**config.mk**
```make
export PLATFORM = sky130hd
export DESIGN_NAME = piv_periodic_div
export DESIGN_NICKNAME = d
export VERILOG_FILES = /design/src/rtl/piv_pkg.sv /design/src/rtl/piv_cfg_regs.sv /design/src/rtl/piv_div_chain.sv /design/src/rtl/piv_rate_tap.sv /design/src/rtl/piv_flag_irq.sv /design/src/rtl/piv_periodic_div.sv
export SDC_FILE = /design/constraint.sdc
export NUM_CORES = 1
export LEC_CHECK = 0
export ABC_AREA = 1
export BUFFER_PORTS_ARGS = -buffer_cell sky130_fd_sc_hd__buf_2
export CAP_MARGIN = 25
export CORE_UTILIZATION = 42
export CTS_CLUSTER_DIAMETER = 60
export DETAILED_ROUTE_END_ITERATION = 16
export REMOVE_ABC_BUFFERS = 1
export SLEW_MARGIN = 20
export SYNTH_ARGS = -nofsm -noshare
export SYNTH_HDL_FRONTEND = slang
export SYNTH_SLANG_ARGS = --single-unit
```
**constraint.sdc**
```tcl
create_clock -name clk -period 1.88 [get_ports clk]
set_input_delay 0 -clock clk [delete_from_list [all_inputs] [get_ports clk]]
set_output_delay 0 -clock clk [all_outputs]
set_load 0.03 [all_outputs]
```
**src/rtl/piv_pkg.sv**
```systemverilog
package piv_pkg;
    localparam int RATE_W  = 4;
    localparam int MODE_W  = 3;
    localparam int CHAIN_W = (1 << RATE_W) - 2;
    localparam int EXP_W   = $clog2(CHAIN_W + 1);

    typedef enum logic [1:0] {
        CHAIN_HOLD = 2'd0,
        CHAIN_RUN  = 2'd1,
        CHAIN_TEST = 2'd2
    } chain_mode_e;

    typedef struct packed {
        logic [RATE_W-1:0] rate;
        logic [MODE_W-1:0] mode;
        logic              pie;
    } piv_cfg_t;

    // Mode decode: 010 run, 10x test, everything else holds the chain.
    function automatic chain_mode_e decode_mode(input logic [MODE_W-1:0] m);
        if (m == 3'b010)       return CHAIN_RUN;
        else if (m[2:1] == 2'b10) return CHAIN_TEST;
        else                   return CHAIN_HOLD;
    endfunction

    // Log2 of the period in time-base pulses for a rate code.
    function automatic logic [EXP_W-1:0] rate_exp(input logic [RATE_W-1:0] r);
        logic [EXP_W-1:0] e;
        case (r)
            4'd0:    e = '0;
            4'd1:    e = EXP_W'(7);
            4'd2:    e = EXP_W'(8);
            default: e = EXP_W'(r - 4'd1);
        endcase
        return e;
    endfunction
endpackage

```
**src/rtl/piv_cfg_regs.sv**
```systemverilog
module piv_cfg_regs
    import piv_pkg::*;
(
    input  logic     clk,
    input  logic     rst,
    input  logic     we,
    input  piv_cfg_t wdata,
    output piv_cfg_t cfg_q
);
    always_ff @(posedge clk) begin
        if (rst) begin
            cfg_q <= '0;
        end else if (we) begin
            cfg_q <= wdata;
        end
    end
endmodule

```
**src/rtl/piv_div_chain.sv**
```systemverilog
module piv_div_chain
    import piv_pkg::*;
#(
    parameter int WIDTH = CHAIN_W
) (
    input  logic             clk,
    input  logic             rst,
    input  logic             tick_en,
    input  chain_mode_e      mode,
    output logic [WIDTH-1:0] cnt
);
    always_ff @(posedge clk) begin
        if (rst || mode == CHAIN_HOLD) begin
            cnt <= '0;
        end else if (tick_en) begin
            cnt <= cnt + 1'b1;
        end
    end
endmodule

```
**src/rtl/piv_rate_tap.sv**
```systemverilog
module piv_rate_tap
    import piv_pkg::*;
#(
    parameter int WIDTH = CHAIN_W
) (
    input  logic              tick_en,
    input  chain_mode_e       mode,
    input  logic [RATE_W-1:0] rate,
    input  logic [WIDTH-1:0]  cnt,
    output logic              hit
);
    localparam int TAPS = WIDTH + 1;

    logic [TAPS-1:0]  low_ones;
    logic [EXP_W-1:0] sel;

    assign low_ones[0] = 1'b1;
    for (genvar k = 1; k < TAPS; k++) begin : g_tap
        assign low_ones[k] = &cnt[k-1:0];
    end

    assign sel = rate_exp(rate);

    always_comb begin
        hit = 1'b0;
        if (rate != '0) begin
            case (mode)
                CHAIN_RUN:  hit = tick_en & low_ones[sel];
                CHAIN_TEST: hit = tick_en;
                default:    hit = 1'b0;
            endcase
        end
    end
endmodule

```
**src/rtl/piv_flag_irq.sv**
```systemverilog
module piv_flag_irq (
    input  logic clk,
    input  logic rst,
    input  logic set_evt,
    input  logic rd,
    input  logic pie,
    output logic flag,
    output logic irq_n
);
    always_ff @(posedge clk) begin
        if (rst) begin
            flag <= 1'b0;
        end else if (set_evt) begin
            flag <= 1'b1;
        end else if (rd) begin
            flag <= 1'b0;
        end
    end

    assign irq_n = ~(flag & pie);
endmodule

```
**src/rtl/piv_periodic_div.sv**
```systemverilog
module piv_periodic_div
    import piv_pkg::*;
(
    input  logic              clk,
    input  logic              rst,
    input  logic              tick_en,
    input  logic              cfg_we,
    input  logic [RATE_W-1:0] cfg_rate,
    input  logic [MODE_W-1:0] cfg_mode,
    input  logic              cfg_pie,
    input  logic              flag_rd,
    output logic              pflag,
    output logic              irq_n
);
    piv_cfg_t            wr_cfg;
    piv_cfg_t            cfg_q;
    chain_mode_e         mode_dec;
    logic [CHAIN_W-1:0]  chain_cnt;
    logic                set_evt;
    logic [RATE_W-1:0]   rate_q;
    logic [MODE_W-1:0]   mode_q;
    logic                pie_q;

    assign wr_cfg = '{rate: cfg_rate, mode: cfg_mode, pie: cfg_pie};
    assign rate_q = cfg_q.rate;
    assign mode_q = cfg_q.mode;
    assign pie_q  = cfg_q.pie;
    assign mode_dec = decode_mode(mode_q);

    piv_cfg_regs u_regs (
        .clk   (clk),
        .rst   (rst),
        .we    (cfg_we),
        .wdata (wr_cfg),
        .cfg_q (cfg_q)
    );

    piv_div_chain #(.WIDTH(CHAIN_W)) u_chain (
        .clk     (clk),
        .rst     (rst),
        .tick_en (tick_en),
        .mode    (mode_dec),
        .cnt     (chain_cnt)
    );

    piv_rate_tap #(.WIDTH(CHAIN_W)) u_tap (
        .tick_en (tick_en),
        .mode    (mode_dec),
        .rate    (rate_q),
        .cnt     (chain_cnt),
        .hit     (set_evt)
    );

    piv_flag_irq u_flag (
        .clk     (clk),
        .rst     (rst),
        .set_evt (set_evt),
        .rd      (flag_rd),
        .pie     (pie_q),
        .flag    (pflag),
        .irq_n   (irq_n)
    );
endmodule

```
==> metrics.md, run 1 <==
| Metric | Value |
|---|---|
| Critical path launch point type | `register` |
| Worst path required time | `2.14 ns` |
| CTS root buf | `sky130_fd_sc_hd__clkbuf_4` |
| Launching point of the worst reg2reg path | `u_chain.cnt[1]$_SDFFE_PP0P_` |
| Effective utilization at floorplan | `0.441` |
| Sequential fraction of the synthesis area | `0.345` |
| Fraction of final layout cells with drive strength greater than 1 | `0.236` |
| Global router's overall resource usage | `0.191` |
| Final layout net count | `254` |
| Count of placed standard cells in the final layout, fillers left out | `277` |
| Run status | `completed` |
| TritonCTS Buffers | `3` |
| Sum of overflow across all layers after global routing | `0` |
| Std cell rows | `20` |
| Top library cells by usage in the layout, fill and taps aside | `46 x sky130_fd_sc_hd__nand2_1, 21 x sky130_fd_sc_hd__dlygate4sd3_1, 20 x sky130_fd_sc_hd__dfxtp_1` |
| Wire length of the first global-routing pass | `5040 um` |
| Clock insertion delay at the later pin of the skew report | `0.31 ns` |
| RSZ-0062 raised after global routing | `true` |
| Final hold viol count | `0` |
| Number of synthesized register bits | `23` |
| Area Growth Syn to Fin | `32.5%` |
| Tightest Hold Check Type | `in -> reg` |
| Sequential cell area | `464 um2` |
| Post-synth design cell area | `1340 um2` |
| H-Tree Level Count | `1` |
| Path depth of the worst reg2reg path | `14` |
| Top-level port count | `15` |
| Worst setup endpoint | `u_flag.flag$_SDFFE_PP0P_` |
| Detail-routed net length per standard cell | `10.9 um` |
| Area after DPL | `1470 um2` |
| Worst rel slew slack | `0.758` |
| Count of pins over their slew limit | `0` |
| Diodes inserted | `0` |
| Critical-path maximum fanout | `4` |
| Post-route cell area | `1770 um2` |
| Placeable Area | `3030 um2` |
| Post-route clock period utilization | `0.914` |
| Area used by multi-input combinational logic | `803 um2` |
| Fin worst setup slack | `0.161 ns` |
| PortBufs | `14` |
| Worst setup slack after placement | `0.0722 ns` |
| Instance count after placement with tap cells included | `250` |
| Initial DRC Count | `59` |
| Clock sink total | `23` |
| Die area | `3410 um2` |
| Final ANT Viol Nets | `0` |
| Max clock buf depth | `2` |
| Total design power | `982 uW` |
| Class of the most critical setup path | `reg -> reg` |
| CTS clock-pin slew for the worst setup and hold paths | `0.14 ns` |
| Number of global-route vias before repair | `1,193` |
| Post-Route WL | `3010 um` |
| Warnings from Yosys | `0` |
| Critical path origin | `u_chain.cnt[1]$_SDFFE_PP0P_` |
| Crit path capture type | `register` |
| Total setup violations reported at the end of the flow | `0` |
| DRC viols | `0` |
| Average footprint of a synthesized cell | `6.96 um2` |
| Number of antenna violations at the first check in global routing | `0` |
| Arrival @ worst endpoint | `1.98 ns` |
| FF-to-FF End | `u_flag.flag$_SDFFE_PP0P_` |
| Peak supply drop | `0.000245 V` |
| Transition time at the pin with the least slew margin | `0.363 ns` |
| Via count | `1,312` |
| Pin count of the biggest net entering global routing | `14` |
| Horizontal extent of the die | `58.4 um` |
| Final-layout fill cell count | `289` |
| Distinct cell type count after synthesis | `26` |
| Number of instances in the synthesized netlist | `192` |
| Final worst clock skew | `0.00638 ns` |
| GPL Wtd Cong | `0.836` |
| Detailed Place HPWL | `2090 um` |
| Floorplan die height | `58.4 um` |
| Pleak | `0.747 nW` |
| Routed via count divided by cell count | `4.74` |
| Shortest period the worst path allows | `1.72 ns` |
| Power per standard cell area | `555 nW/um2` |
| Most common library cell in the layout ignoring fill and taps | `sky130_fd_sc_hd__nand2_1` |
| 1st-pass router iterations | `4` |
| Number of max-cap violations | `0` |
| Worst reg2reg setup slack | `0.16 ns` |
| Highest clock frequency the design can meet | `582 MHz` |
| CTS tree | `built` |
-- cell type report --
type,instances,area share
inverters,26,0.0580
clock inverters,1,0.00283
repair buffers,40,0.180
well taps,44,0.0311
multi-input cells,140,0.454
flip-flops and latches,23,0.262
clock buffers,3,0.0127
-- worst min-delay path by stage --
| stage | slack, ns | from | cells after the start | end |
|---|---|---|---|---|
| finish | 0.01 | tick_en | 3 | u_chain.cnt[1]$_SDFFE_PP0P_ |
| global route | 0.02 | tick_en | 3 | u_chain.cnt[1]$_SDFFE_PP0P_ |
| CTS | 0.005 | tick_en | 3 | u_chain.cnt[1]$_SDFFE_PP0P_ |
| detailed placement | 0.26 | cfg_mode[0] | 3 | u_regs.cfg_q[1]$_SDFFE_PP0P_ |
| global placement | 0.25 | cfg_mode[0] | 3 | u_regs.cfg_q[1]$_SDFFE_PP0P_ |
| floorplan | 0.07 | rst | 1 | u_flag.flag$_SDFFE_PP0P_ |
-- where the power goes --
group / leakage (nW) / internal [mW] / switching, mW / total, mW
logic: 0.540 / 0.106 / 0.130 / 0.236
clock network: 0.0177 / 0.0794 / 0.155 / 0.235
registers: 0.189 / 0.501 / 0.00952 / 0.511
-- flip-flops by register name, summed over array words and instances, names as in the netlist --
| name | cells |
|---|---|
| u_regs.cfg_q | 8 |
| u_chain.cnt | 14 |
| u_flag.flag | 1 |
-- Yosys cell counts --
library cell                n  share of area
sky130_fd_sc_hd__a211oi_1   5          0.028
sky130_fd_sc_hd__a21oi_1   14          0.052
sky130_fd_sc_hd__a31oi_1    1         0.0047
sky130_fd_sc_hd__buf_6      1         0.0084
sky130_fd_sc_hd__clkbuf_1   2         0.0056
sky130_fd_sc_hd__clkinv_1   1         0.0028
sky130_fd_sc_hd__dfxtp_1   23           0.34
sky130_fd_sc_hd__ha_1       7          0.066
sky130_fd_sc_hd__inv_1     19          0.053
sky130_fd_sc_hd__inv_2      5          0.014
sky130_fd_sc_hd__inv_6      1         0.0066
sky130_fd_sc_hd__nand2_1   46           0.13
sky130_fd_sc_hd__nand2_2    9          0.042
sky130_fd_sc_hd__nand3_1   16          0.060
sky130_fd_sc_hd__nand3_2    1         0.0075
sky130_fd_sc_hd__nand4_1    1         0.0047
sky130_fd_sc_hd__nor2_1    17          0.048
sky130_fd_sc_hd__nor2_2     3          0.014
sky130_fd_sc_hd__nor2_4     3          0.025
sky130_fd_sc_hd__nor3_1     6          0.022
sky130_fd_sc_hd__nor3_4     1          0.012
sky130_fd_sc_hd__o21ai_0    4          0.015
sky130_fd_sc_hd__o21ai_1    2         0.0075
sky130_fd_sc_hd__o21bai_2   1         0.0084
sky130_fd_sc_hd__or2_1      1         0.0047
sky130_fd_sc_hd__xor2_1     2          0.013
-- critical path: stages (launching register included) --
cell and delay [ns]:
sky130_fd_sc_hd__dfxtp_2 0.38, sky130_fd_sc_hd__ha_4 0.14, sky130_fd_sc_hd__nand2_1 0.06, sky130_fd_sc_hd__nor2_2 0.13, sky130_fd_sc_hd__nand2_2 0.10, sky130_fd_sc_hd__nor2_4 0.15
sky130_fd_sc_hd__ha_1 0.16, sky130_fd_sc_hd__nand2_1 0.05, sky130_fd_sc_hd__nand3_1 0.07, sky130_fd_sc_hd__nand3_1 0.08, sky130_fd_sc_hd__nand3_1 0.07, sky130_fd_sc_hd__nand3_1 0.06
sky130_fd_sc_hd__nand2_1 0.06, sky130_fd_sc_hd__nand2_1 0.05, sky130_fd_sc_hd__a21oi_1 0.11
-- layer usage --
layer / up-vias / part of all wire / global-route usage
met5: - / 0 / 0
met4: 0 / 0.023 / 0.0986
met3: 8 / 0.021 / 0.0242
met2: 15 / 0.48 / 0.312
met1: 590 / 0.47 / 0.248
li1: 699 / - / -
-- through the flow --
| stage | utilization | hold slack, ns | setup TNS (ns) |
|---|---|---|---|
| 2_1_floorplan | - | 0.0691 | 0 |
| 3_3_place_gp | 0.484 | 0.250 | 0 |
| 3_5_place_dp | 0.484 | 0.258 | 0 |
| 4_1_cts | 0.562 | 0.00513 | 0 |
| 5_1_grt | 0.585 | 0.0211 | -0.00557 |
| 6_report | 0.585 | 0.0140 | 0 |
-- kinds of logic (layout without fill, tap and decap cells) --
family          count (synthesis)  count (layout)  synth area share
simple gates                  104             104             0.370
buf+inv                        29              70            0.0908
compound gates                 27              27             0.116
flops                          23              23             0.345
fa+ha+maj                       7               7            0.0655
xor+xnor                        2               2            0.0131
-- repair_timing --
action                     CTS  global route
hold buffers                21             0
setup endpoints to repair    0             1
hold endpoints to repair     9             0
buffers inserted             0             2
resized for setup            0            12
No activity file was read; power rests on OpenSTA's default activity.
==> run 2, diff against run 1 <==
- clock period: 1.88 -> 1.9 ns (I/O delays scaled with it)
==> run 2 against run 1 <==
Sequential share of layout area up 0.41 points. Worst setup slack improved by 0.019 ns. Core utilization down 0.91 points. Via count rose by 0.76%. Critical path type unchanged. Critical endpoint unchanged.
==> metrics.md, run 2 (synthesized netlist as in run 1, its figures left out) <==
| Metric | Value |
|---|---|
| RSZ-0062 raised after global routing | `false` |
| Number of max-cap violations | `0 (unchanged)` |
| PortBufs | `14 (unchanged)` |
| Detailed Place HPWL | `2090 um (unchanged)` |
| Critical path launch point type | `register` |
| CTS clock-pin slew for the worst setup and hold paths | `0.13 ns (about the same)` |
| Power per standard cell area | `554 nW/um2 (-0.20%)` |
| Final layout net count | `253 (-0.39%)` |
| Final hold viol count | `0 (unchanged)` |
| Effective utilization at floorplan | `0.441 (unchanged)` |
| Area used by multi-input combinational logic | `783 um2 (-2.5%)` |
| Total setup violations reported at the end of the flow | `0 (unchanged)` |
| DRC viols | `0 (unchanged)` |
| Critical path origin | `u_chain.cnt[1]$_SDFFE_PP0P_` |
| Worst path required time | `2.16 ns (+0.02 ns)` |
| Initial DRC Count | `63 (+6.8%)` |
| Number of flip-flops in the largest register | `14 (unchanged)` |
| Arrival @ worst endpoint | `1.98 ns (about the same)` |
| Family with the most delay on the worst path | `simple AND/OR/NAND/NOR gates` |
| Final hold slack | `0.0132 ns (-0.000861 ns)` |
| Logic depth of the worst path, buffers included | `14 (unchanged)` |
| Post-Route WL | `3040 um (+0.93%)` |
| Combined buffer and inverter count along the critical path | `0 (unchanged)` |
| Sequential cell area | `464 um2 (unchanged)` |
| Pin count of the biggest net entering global routing | `14 (unchanged)` |
| Launching point of the worst reg2reg path | `u_chain.cnt[1]$_SDFFE_PP0P_` |
| Peak supply drop | `0.000238 V (-2.9%)` |
| Floorplan die height | `58.4 um (unchanged)` |
| Top library cells by usage in the layout, fill and taps aside | `46 x sky130_fd_sc_hd__nand2_1, 21 x sky130_fd_sc_hd__dlygate4sd3_1, 20 x sky130_fd_sc_hd__dfxtp_1` |
| Area Growth Syn to Fin | `30.4%` |
| Final-layout fill cell count | `293 (+1.4%)` |
| GPL Wtd Cong | `0.836 (about the same)` |
| Transition time at the pin with the least slew margin | `0.366 ns (+0.00287 ns)` |
| Wire length of the first global-routing pass | `5040 um (unchanged)` |
| Routed via count divided by cell count | `4.79 (+1.1%)` |
| Horizontal extent of the die | `58.4 um (unchanged)` |
| Diodes inserted | `0 (unchanged)` |
| H-Tree Level Count | `1 (unchanged)` |
| Post-route clock period utilization | `0.906 (-0.00893)` |
| Worst rel slew slack | `0.756 (-0.00192)` |
| Tightest Hold Check Type | `in -> reg` |
| 1st-pass router iterations | `4 (unchanged)` |
| Final worst clock skew | `0.00730 ns (+0.000921 ns)` |
| Detail-routed net length per standard cell | `11.0 um (+1.3%)` |
| Worst setup endpoint | `u_flag.flag$_SDFFE_PP0P_` |
| Std cell rows | `20 (unchanged)` |
| Highest clock frequency the design can meet | `581 MHz (about the same)` |
| Worst reg2reg setup slack | `0.18 ns (+0.02 ns)` |
| Internal power | `677 uW (-1.5%)` |
| Part of the total power dissipated in the clock network | `0.238 (about the same)` |
| Top-level port count | `15 (unchanged)` |
| TritonCTS Buffers | `3 (unchanged)` |
| Number of antenna violations at the first check in global routing | `0 (unchanged)` |
| Net switching fraction of the power | `0.298 (-0.00195)` |
| Register share of total power | `0.523 (+0.003)` |
| Register ranked first by flip-flop count | `u_chain.cnt` |
| Largest stage delay on the critical path | `0.37 ns (about the same)` |
| Sum Neg Setup Slack | `0 ns (unchanged)` |
| Count of pins over their slew limit | `0 (unchanged)` |
| Pleak | `0.740 nW (-0.87%)` |
| Fraction of final layout cells with drive strength greater than 1 | `0.233 (-0.00329)` |
| Clock sink total | `23 (unchanged)` |
| CTS tree | `built` |
| Crit path capture type | `register` |
| Via count | `1,322 (+0.76%)` |
| Placeable Area | `3030 um2 (unchanged)` |
| Number of global-route vias before repair | `1,193 (unchanged)` |
| Run status | `completed` |
| Final ANT Viol Nets | `0 (unchanged)` |
| Clock insertion delay at the later pin of the skew report | `0.31 ns (about the same)` |
| Largest registers ranked by flip-flop count | `u_chain.cnt (14), u_regs.cfg_q (8), u_flag.flag (1)` |
| Max clock buf depth | `2 (unchanged)` |
| Shortest period the worst path allows | `1.72 ns (+0.00132 ns)` |
| Slowest cell on crit path | `sky130_fd_sc_hd__dfxtp_2` |
| Class of the most critical setup path | `reg -> reg` |
| Beginning of the worst hold path | `tick_en` |
| Critical-path maximum fanout | `4 (unchanged)` |
| CP Cell Sequence | `ha_2, nand2_1, nor2_2, nand2_2, nor2_4, ha_1, nand2_1, nand3_1, nand3_1, nand3_1, nand3_1, nand2_1, nand2_1, a21oi_1` |
| Most common library cell in the layout ignoring fill and taps | `sky130_fd_sc_hd__nand2_1` |
| Sum of overflow across all layers after global routing | `0 (unchanged)` |
| Die area | `3410 um2 (unchanged)` |
| Global router's overall resource usage | `0.191 (unchanged)` |
| Layout Utilization | `0.576 (-0.00909)` |
| FF-to-FF End | `u_flag.flag$_SDFFE_PP0P_` |
| Portion of total power attributed to combinational logic | `0.238 (-0.003)` |
| Path depth of the worst reg2reg path | `14 (unchanged)` |
| CTS root buf | `sky130_fd_sc_hd__clkbuf_4` |
| Reported net switching power | `288 uW (-2.4%)` |
-- run 2: power groups by stage --
stage          clock [mW]  combinational [mW]  sequential [mW]
6_report            0.230               0.230            0.505
5_1_grt             0.256               0.258            0.506
4_1_cts             0.244               0.212            0.505
3_5_place_dp            0               0.177            0.515
3_3_place_gp            0               0.173            0.515
2_1_floorplan           0               0.124            0.516
-- run 2: routing by layer --
metal / global-route usage / wire length [um]
met1: 0.248 / 1400
met5: 0 / 0
met4: 0.0986 / 82
met2: 0.312 / 1460
met3: 0.0242 / 96
-- run 2: how the worst min path moves through the flow --
stage / slack, ns / endpoint / depth (start not counted)
6_report: 0.01 / u_chain.cnt[1]$_SDFFE_PP0P_ / 3
5_1_grt: 0.02 / u_chain.cnt[1]$_SDFFE_PP0P_ / 3
4_1_cts: 0.005 / u_chain.cnt[1]$_SDFFE_PP0P_ / 3
3_5_place_dp: 0.26 / u_regs.cfg_q[1]$_SDFFE_PP0P_ / 3
3_3_place_gp: 0.25 / u_regs.cfg_q[1]$_SDFFE_PP0P_ / 3
2_1_floorplan: 0.07 / u_flag.flag$_SDFFE_PP0P_ / 1
-- run 2: what timing repair did --
item	CTS	global route
gates resized for setup	0	10
hold buffers	21	0
endpoints found under the hold margin	9	0
buffers inserted	0	1
setup endpoints to repair	0	1
-- run 2: worst reg2reg max path: stages (launching register included) --
cell and delay (ns):
sky130_fd_sc_hd__dfxtp_2 0.37, sky130_fd_sc_hd__ha_2 0.19, sky130_fd_sc_hd__nand2_1 0.06, sky130_fd_sc_hd__nor2_2 0.11
sky130_fd_sc_hd__nand2_2 0.10, sky130_fd_sc_hd__nor2_4 0.14, sky130_fd_sc_hd__ha_1 0.17, sky130_fd_sc_hd__nand2_1 0.05
sky130_fd_sc_hd__nand3_1 0.07, sky130_fd_sc_hd__nand3_1 0.08, sky130_fd_sc_hd__nand3_1 0.07, sky130_fd_sc_hd__nand3_1 0.06
sky130_fd_sc_hd__nand2_1 0.06, sky130_fd_sc_hd__nand2_1 0.05, sky130_fd_sc_hd__a21oi_1 0.11
-- run 2: layout make-up --
class                   instances  share of cell area
repair buffers                 39               0.178
inverters                      26              0.0589
multi-input cells             140               0.449
clock buffers                   3              0.0129
flip-flops and latches         23               0.266
clock inverters                 1             0.00287
well taps                      44              0.0316
-- run 2: through the flow --
stage	power (mW)	setup WS (ns)	cell area, um2	std cells
global route	1.02	0.00763	1740	276
finish	0.965	0.180	1740	276
global placement	0.688	0.110	1470	250
detailed placement	0.692	0.0922	1470	250
floorplan	0.639	0.271	1320	189
CTS	0.961	0.0594	1700	275
